**src/rtl/evc_pkg.sv**
```systemverilog
package evc_pkg;
   localparam logic [1:0] OP_EVENT = 2'b01;

   typedef struct packed {
      logic       dir_pin;
      logic       rise_edge;
      logic       pulse_en;
      logic [1:0] op;
   } evc_mode_t;
endpackage

```
**src/rtl/evc_sync.sv**
```systemverilog
module evc_sync #(
   parameter int STAGES = 2
) (
   input  logic clk,
   input  logic rst_n,
   input  logic d,
   output logic q
);
   if (STAGES < 2) begin : g_bad_stages
      $error("evc_sync: STAGES must be at least 2");
   end

   logic [STAGES-1:0] chain;

   always_ff @(posedge clk) begin
      if (!rst_n) chain <= '0;
      else        chain <= {chain[STAGES-2:0], d};
   end

   assign q = chain[STAGES-1];
endmodule

```
**src/rtl/evc_edge.sv**
```systemverilog
module evc_edge (
   input  logic clk,
   input  logic rst_n,
   input  logic lvl,
   input  logic rise_sel,
   output logic hit
);
   logic prev;

   always_ff @(posedge clk) begin
      if (!rst_n) prev <= 1'b0;
      else        prev <= lvl;
   end

   assign hit = rise_sel ? (lvl & ~prev) : (~lvl & prev);
endmodule

```
**src/rtl/evc_core.sv**
```systemverilog
module evc_core #(
   parameter int W = 16
) (
   input  logic         clk,
   input  logic         rst_n,
   input  logic         active,
   input  logic         hit,
   input  logic         up,
   input  logic         wr,
   input  logic [W-1:0] wdata,
   output logic [W-1:0] cnt,
   output logic         term
);
   localparam logic [W-1:0] TOP = '1;
   localparam logic [W-1:0] ONE = W'(1);

   logic [W-1:0] reload_q;
   logic [W-1:0] cnt_q;
   logic         term_q;
   logic         at_limit;

   assign at_limit = up ? (cnt_q == TOP) : (cnt_q == '0);

   always_ff @(posedge clk) begin
      if (!rst_n) begin
         reload_q <= '0;
         cnt_q    <= '0;
         term_q   <= 1'b0;
      end else begin
         term_q <= 1'b0;
         if (wr) reload_q <= wdata;
         if (wr && !active) begin
            cnt_q <= wdata;
         end else if (active && hit) begin
            if (at_limit) begin
               cnt_q  <= reload_q;
               term_q <= 1'b1;
            end else if (up) begin
               cnt_q <= cnt_q + ONE;
            end else begin
               cnt_q <= cnt_q - ONE;
            end
         end
      end
   end

   assign cnt  = cnt_q;
   assign term = term_q;
endmodule

```
**src/rtl/evc_pout.sv**
```systemverilog
module evc_pout (
   input  logic clk,
   input  logic rst_n,
   input  logic en,
   input  logic term,
   output logic pout
);
   logic pout_q;

   always_ff @(posedge clk) begin
      if (!rst_n)          pout_q <= 1'b0;
      else if (en && term) pout_q <= ~pout_q;
   end

   assign pout = pout_q;
endmodule

```
**src/rtl/evc_top.sv**
```systemverilog
module evc_top #(
   parameter int W           = 16,
   parameter int SYNC_STAGES = 2
) (
   input  logic         clk,
   input  logic         rst_n,
   input  logic         run_i,
   input  logic         cnt_we,
   input  logic         mode_we,
   input  logic         updn_we,
   input  logic [W-1:0] wdata,
   output logic [W-1:0] cnt_rd,
   output logic [7:0]   mode_rd,
   input  logic         evt_i,
   input  logic         dir_i,
   output logic         term_o,
   output logic         pout_o,
   output logic         pout_oe_o
);
   import evc_pkg::*;

   localparam int MODE_BITS = $bits(evc_mode_t);

   if (W < 8) begin : g_bad_width
      $error("evc_top: W must be at least 8");
   end

   evc_mode_t mode_q;
   logic      updn_q;
   logic      evt_s, dir_s, hit, up, active;

   always_ff @(posedge clk) begin
      if (!rst_n) begin
         mode_q <= '0;
         updn_q <= 1'b0;
      end else begin
         if (mode_we) mode_q <= evc_mode_t'(wdata[MODE_BITS-1:0]);
         if (updn_we) updn_q <= wdata[0];
      end
   end

   assign active  = run_i && (mode_q.op == OP_EVENT);
   assign up      = mode_q.dir_pin ? dir_s : updn_q;
   assign mode_rd = {{(8-MODE_BITS){1'b0}}, mode_q};

   evc_sync #(.STAGES(SYNC_STAGES)) u_evt_sync (
      .clk(clk), .rst_n(rst_n), .d(evt_i), .q(evt_s)
   );

   evc_sync #(.STAGES(SYNC_STAGES)) u_dir_sync (
      .clk(clk), .rst_n(rst_n), .d(dir_i), .q(dir_s)
   );

   evc_edge u_edge (
      .clk(clk), .rst_n(rst_n), .lvl(evt_s),
      .rise_sel(mode_q.rise_edge), .hit(hit)
   );

   evc_core #(.W(W)) u_core (
      .clk(clk), .rst_n(rst_n), .active(active), .hit(hit), .up(up),
      .wr(cnt_we), .wdata(wdata), .cnt(cnt_rd), .term(term_o)
   );

   evc_pout u_pout (
      .clk(clk), .rst_n(rst_n), .en(mode_q.pulse_en),
      .term(term_o), .pout(pout_o)
   );

   assign pout_oe_o = mode_q.pulse_en;
endmodule

```
**config.mk**
```make
export PLATFORM = sky130hd
export DESIGN_NAME = evc_top
export DESIGN_NICKNAME = d
export VERILOG_FILES = /design/src/rtl/evc_pkg.sv /design/src/rtl/evc_sync.sv /design/src/rtl/evc_edge.sv /design/src/rtl/evc_core.sv /design/src/rtl/evc_pout.sv /design/src/rtl/evc_top.sv
export SDC_FILE = /design/constraint.sdc
export NUM_CORES = 1
export LEC_CHECK = 0
export BUFFER_PORTS_ARGS = -buffer_cell sky130_fd_sc_hd__buf_2
export CAP_MARGIN = 20
export CORE_MARGIN = 2
export CORE_UTILIZATION = 23
export DETAILED_ROUTE_END_ITERATION = 7
export GPL_TIMING_DRIVEN = 0
export REMOVE_ABC_BUFFERS = 1
export SYNTH_ARGS = -nofsm -noshare
export SYNTH_HDL_FRONTEND = slang
export SYNTH_HIERARCHICAL = 1
export SYNTH_SLANG_ARGS = --single-unit
```
**constraint.sdc**
```tcl
create_clock -name clk -period 4.8 [get_ports clk]
set_input_delay 0.24 -clock clk [delete_from_list [all_inputs] [get_ports clk]]
set_output_delay 0.24 -clock clk [all_outputs]
set_load 0.02 [all_outputs]
```
# [Yosys cells after proc, flatten, opt, wreduce, memory -nomap -nowiden]
# Cells that the tools add are included.
[totals] output_inout_bits=27 ff_bits=45 input_bits=24 word_cells=39
[classes] n_reduce_logical=8 n_eq_ne=2 n_addsub=2 bitwise_logic=7 muxes=8
[ops] cell="16-bit 2-to-1 mux" count=4
[ops] cell="16-bit by 1-bit adder with 16-bit output (second input constant)" count=1
[ops] cell="16-bit == test (second input constant)" count=1
[ops] cell="16-bit logical NOT" count=1
[ops] cell="16-bit by 1-bit subtractor with 16-bit output (second input constant)" count=1
[ops] cell="1-bit NOT" count=5
[ops] cell="1-bit logical AND" count=4
[ops] cell="1-bit 2-to-1 mux" count=4
[ops] cell="3-bit OR reduction" count=1
[ops] cell="1-bit AND" count=2
[ops] cell="2-bit by 1-bit == test with 1-bit output (second input constant)" count=1
[ops] cell="2-bit nonzero test" count=1
[ops] cell="1-bit logical NOT" count=1

# [Longest topological paths before layout]
[logic_depth] word_depth=6 depth_mapped=10 ltp_nobuf=9

# [Cells and area by module]
# The synthesis kept the hierarchy.
[modules_own_cells] mod="evc_core" seq_area_each_um2=660.6 cells_each=270 area_each_um2=2324.7 instances=1
[modules_own_cells] mod="evc_top" seq_area_each_um2=120.1 cells_each=27 area_each_um2=281.5 instances=1
[modules_own_cells] mod="evc_sync" seq_area_each_um2=40.0 cells_each=4 area_each_um2=52.6 instances=2
[modules_own_cells] mod="evc_edge" seq_area_each_um2=20.0 cells_each=5 area_each_um2=50.0 instances=1
[modules_own_cells] mod="evc_pout" seq_area_each_um2=20.0 cells_each=5 area_each_um2=43.8 instances=1

# [Least setup slack after synthesis]
# Ideal clock, no wire load.
[synth_path] path_kind="register to register" startpoint="register mode_q (netlist bit mode_rd[4])" endpoint="register u_core.cnt_q[12], in the netlist u_core/cnt[12]" arrival_ps=2624 synth_period_minus_slack_ps=2746 path_buffers=0 path_slack_ps=2054 stages_incl_launch_ff=10 cell_sequence="dfxtp_1 mux2_2 inv_1 ha_1 a21o_1 a21oi_2 a21oi_2 o41ai_4 mux2i_1 a311o_1"
[synth_via] elab_chain_len=5 word_cells_on_any_way=6 cone_classes="mux: 6"
[synth_lines] item="start, declared" line_no="evc_top.sv:28" rtl="evc_mode_t mode_q;"
[synth_lines] item="start signal, assigned" line_no="evc_top.sv:37" rtl="if (mode_we) mode_q <= evc_mode_t'(wdata[MODE_BITS-1:0]);"
[synth_lines] item="1-bit 2-to-1 mux *" line_no="evc_top.sv:43" rtl="assign up = mode_q.dir_pin ? dir_s : updn_q;"
[synth_lines] item="via up" line_no="evc_top.sv:30" rtl="logic evt_s, dir_s, hit, up, active;"
[synth_lines] item="16-bit 2-to-1 mux or 1-bit 2-to-1 mux (tied branches)" line_no="evc_core.sv:38, evc_core.sv:22"
[synth_lines] item="16-bit 2-to-1 mux *" line_no="evc_core.sv:35" rtl="if (at_limit) begin"
[synth_lines] item="16-bit 2-to-1 mux *" line_no="evc_core.sv:34" rtl="end else if (active && hit) begin"
[synth_lines] item="16-bit 2-to-1 mux *" line_no="evc_core.sv:32" rtl="if (wr && !active) begin"
[synth_lines] item="end signal, assigned" line_no="evc_core.sv:33" rtl="cnt_q <= wdata;"
[synth_lines] item="end signal, assigned" line_no="evc_core.sv:36" rtl="cnt_q <= reload_q;"
[synth_lines] item="end signal, assigned" line_no="evc_core.sv:39" rtl="cnt_q <= cnt_q + ONE;"
[synth_lines] item="end, declared" line_no="evc_core.sv:18" rtl="logic [W-1:0] cnt_q;"
# Mark *: on every way through the listed nets, which the timed path passes. The rest lies on a longest branch. The select of a mux whose other input is x is not followed.
# A chain may end at the register's enable or synchronous reset.

# [Worst setup path in the final report]
[layout_path] startpoint="register mode_q (netlist bit mode_rd[4])" endpoint="register u_core.cnt_q[11], in the netlist u_core/cnt[11]"
# Same word-level chain as after synthesis.

==> flow_summary.yaml <==
outcome:
  status: "completed"
timing:
  fin_crit_ns: 3.07
  clock_skew_ns: 0.00704
  drv_slew: 0
  setup_tns_ns: 0
  rsz0062_at_grt: "false"
  worstMarginPinSlew_ns: 0.943
  hold_violations: 0
  setup_viol: 0
  max_freq_mhz: 326
  slew_headroom_pct: 36.9
  finalCritPeriodShare_pct: 63.9
hold_path:
  holdPathStages: 2
  hp-start: "dir_i"
  whs_endpoint: "u_dir_sync/chain[0]"
  hold_class: "in -> reg"
floorplanning:
  start_util_pct: 23.5
  die_w_um: 114
  fp.dieH_um: 114
  coreArea_um2: 12000
  rows: 40
  die_area_um2: 13100
  ioPinCount: 51
detailed_routing:
  drtIter0Drc: 159
  dr.pass1.iters: 4
  drc: 0
  antenna_left: 0
  post_drt_wl_per_cell_um: 15.1
  wirelength_um: 7550
  num_vias: 2487
  vias_per_cell: 4.96
cts:
  cts_max_level: 2
  root_buffer: "clkbuf_16"
  cts.repair.resized: 0
  cts_tree: "built"
  cts_sinks: 45
  ctsHoldBuffers: 0
  clock_latency_ns: 0.28
  clk_path_buf_depth: 2
  numCtsBuffers: 5
  cts_setup_buffers: 0
  clk_pin_slew_worst_paths_ns: 0.06
critical_path:
  critPathMaxStageDelay_ns: 0.43
  cp-start-kind: "flop"
  rr_worst_depth: 9
  worst-setup-path-type: "reg -> reg"
  worstPathArrival_ns: 3.20
  startpoint: "mode_rd[4]"
  crit_required_ns: 4.93
  r2r_setup_slack_ns: 1.73
  r2r_start: "mode_rd[4]"
  cp_max_fo: 14
  slowest_stage: "inv_1"
  crit_chain: "mux2_2, inv_1, ha_1, a21o_1, o21bai_2, o2111a_1, o21ai_0, xor2_1, o221ai_1"
  critPathCaptureType: "flop"
  reg2reg_to: "u_core/cnt[11]"
synth:
  yosysWarnings: 6
  synthTopCellsByArea: "dfxtp_1, mux2i_1, ha_1"
  synth_cell_types: 55
  muxShareOfSynthArea_pct: 10.7
  synth_top_family_by_area: "compound AO/OA/AOI/OAI gates"
  synth_edf_count: 0
  synth_seq_area_share_pct: 32.1
  synth_top_area_share_pct: 32.1
  synth_seq_cells: 45
  synthArstFlopShare_pct: 0
  synth_compound_area_share_pct: 22.7
  syn_inst: 315
  synth.avg_cell_area_um2: 8.91
  synthAdderAreaFrac_pct: 6.96
  synth_area_um2: 2810
  ys.flop_type: "dfxtp_1"
  synth_top_cell_by_area: "dfxtp_1"
  synthXorXnorAreaFrac_pct: 2.50
  synthSimpleGateAreaFrac_pct: 20.2
placed_design:
  port_buffers: 47
  place_inst: 493
  hpwl_um: 5560
  gp_congestion: 0.872
final_layout:
  final_net_count: 392
  area_delta_synth_final_pct: 16.5
  drive_above_1_share_pct: 18.1
  fin_cells: 501
  final_core_util_pct: 27.3
  area.sequential_um2: 901
  fill_cells: 1275
  multi_input_area_um2: 1780
  antennaDiodeCount: 0
power_and_ir_drop:
  p_leak_nw: 1.45
  power.density_nw_per_um2: 316
  peakVddDrop_v: 0.000157
global_routing:
  gr-total-overflow: 0
  grt.total_usage_pct: 12.0
  antenna_found_initial: 0
  grt_pass1_vias: 2425
  grt_max_degree: 51
  grt_pass1_wl_um: 12600
job:
  drv_cap: 0
cell families after synthesis:
kind of cell,Yosys count
flip-flops,45
AND/OR/NAND/NOR,104
multiplexers,30
other,1
adder cells (fa/ha/maj),15
AO/OA/AOI/OAI,86
buffers and inverters,26
XOR/XNOR,8
area by class of cell:
cell class | instances | share of cell area, %
clock buffers | 8 | 4.17
inverters | 8 | 0.918
multi-input cells | 246 | 54.5
flip-flops and latches | 45 | 27.6
well taps | 147 | 5.63
repair buffers | 47 | 7.19
layout by cell type (no fill, tap or decap), drive strengths merged, types with 2 or more instances in the layout:
cell type and instances:
conb 3, nand2b 5, nand3 8, dfxtp 45, inv 8, o21ai 18
a311oi 2, ha 14, a31oi 3, nor3 4, nand2 25, nand4 5
a21boi 4, xor2 3, a311o 2, a21o 4, a21oi 18, clkbuf 8
o21a 3, o221ai 4, a22o 7, a22oi 9, nor4 5, o211ai 3
mux2i 29, buf 47, o2111ai 2, xnor2 5, nor2b 26, and3 3
nand3b 2, and2 9, nor2 10
power breakdown:
| group | internal, mW | switching, mW |
|---|---|---|
| Sequential | 0.395 | 0.0204 |
| Clock | 0.194 | 0.136 |
| Combinational | 0.124 | 0.165 |
| Total | 0.713 | 0.321 |
critical path: cells and delay by family (launching register included):
family,cells,cell delay [ns]
compound gates,5,1.10
buf+inv,1,0.43
mux,1,0.41
fa+ha+maj,1,0.38
flops,1,0.36
xor+xnor,1,0.22
synth_stat cells, types with 2 or more instances:
library cell and instances:
nor2b_1 26, xor2_1 3, nand2b_1 5, xnor2_1 5, a22o_1 7, nand4_1 5
a311oi_1 2, buf_4 5, a21o_1 4, a21oi_1 16, nand3b_1 2, nand3_1 8
a22oi_1 8, o21a_1 3, a21oi_2 2, a311o_1 2, o211ai_1 3, ha_1 14
nor3_1 4, a21boi_0 3, and3_1 3, buf_2 6, nand2_1 25, and2_1 7
clkbuf_1 6, mux2i_1 29, nor2_1 9, o21ai_0 17, o221ai_1 4, a31oi_1 3
inv_1 8, dfxtp_1 45, nor4_1 4
registers in the layout, summed over array words and instances (netlist names):
name,flops
u_evt_sync/chain,2
pout_oe_o,1
u_pout/pout,1
u_core/reload_q,16
u_core/cnt,16
updn_q,1
u_dir_sync/chain,2
u_edge/prev,1
mode_rd,4
u_core/term,1
through the flow:
stage                     worst slack [ns]  area (um2)  hold WS [ns]  power [mW]
after floorplan                       2.05        2710         0.349       0.632
after global placement                1.63        3130         0.418       0.708
after detailed placement              1.72        3130         0.422       0.714
after CTS                             1.70        3270         0.154        1.05
after global routing                  1.49        3270         0.155        1.10
final                                 1.73        3270         0.158        1.03
routing by layer:
layer  part of all wire [%]  global-route usage, %  up-vias  routed length (um)
li1                       -                      -     1223                   -
met2                     49                   20.5       59                3670
met3                    4.2                   1.96       10                 319
met1                     46                   15.9     1195                3470
met5                      0                      0        -                   0
met4                    1.2                   2.85        0                  93
worst max-delay path by stage:
stage / to / slack, ns / cells past startpoint
floorplan: u_core/cnt[11] / 2.05 / 9
global placement: u_core/cnt[12] / 1.63 / 6
detailed placement: u_core/cnt[11] / 1.72 / 9
CTS: u_core/cnt[11] / 1.70 / 9
global route: u_core/cnt[15] / 1.49 / 9
finish: u_core/cnt[11] / 1.73 / 9
(Power assumes the default switching activity.)
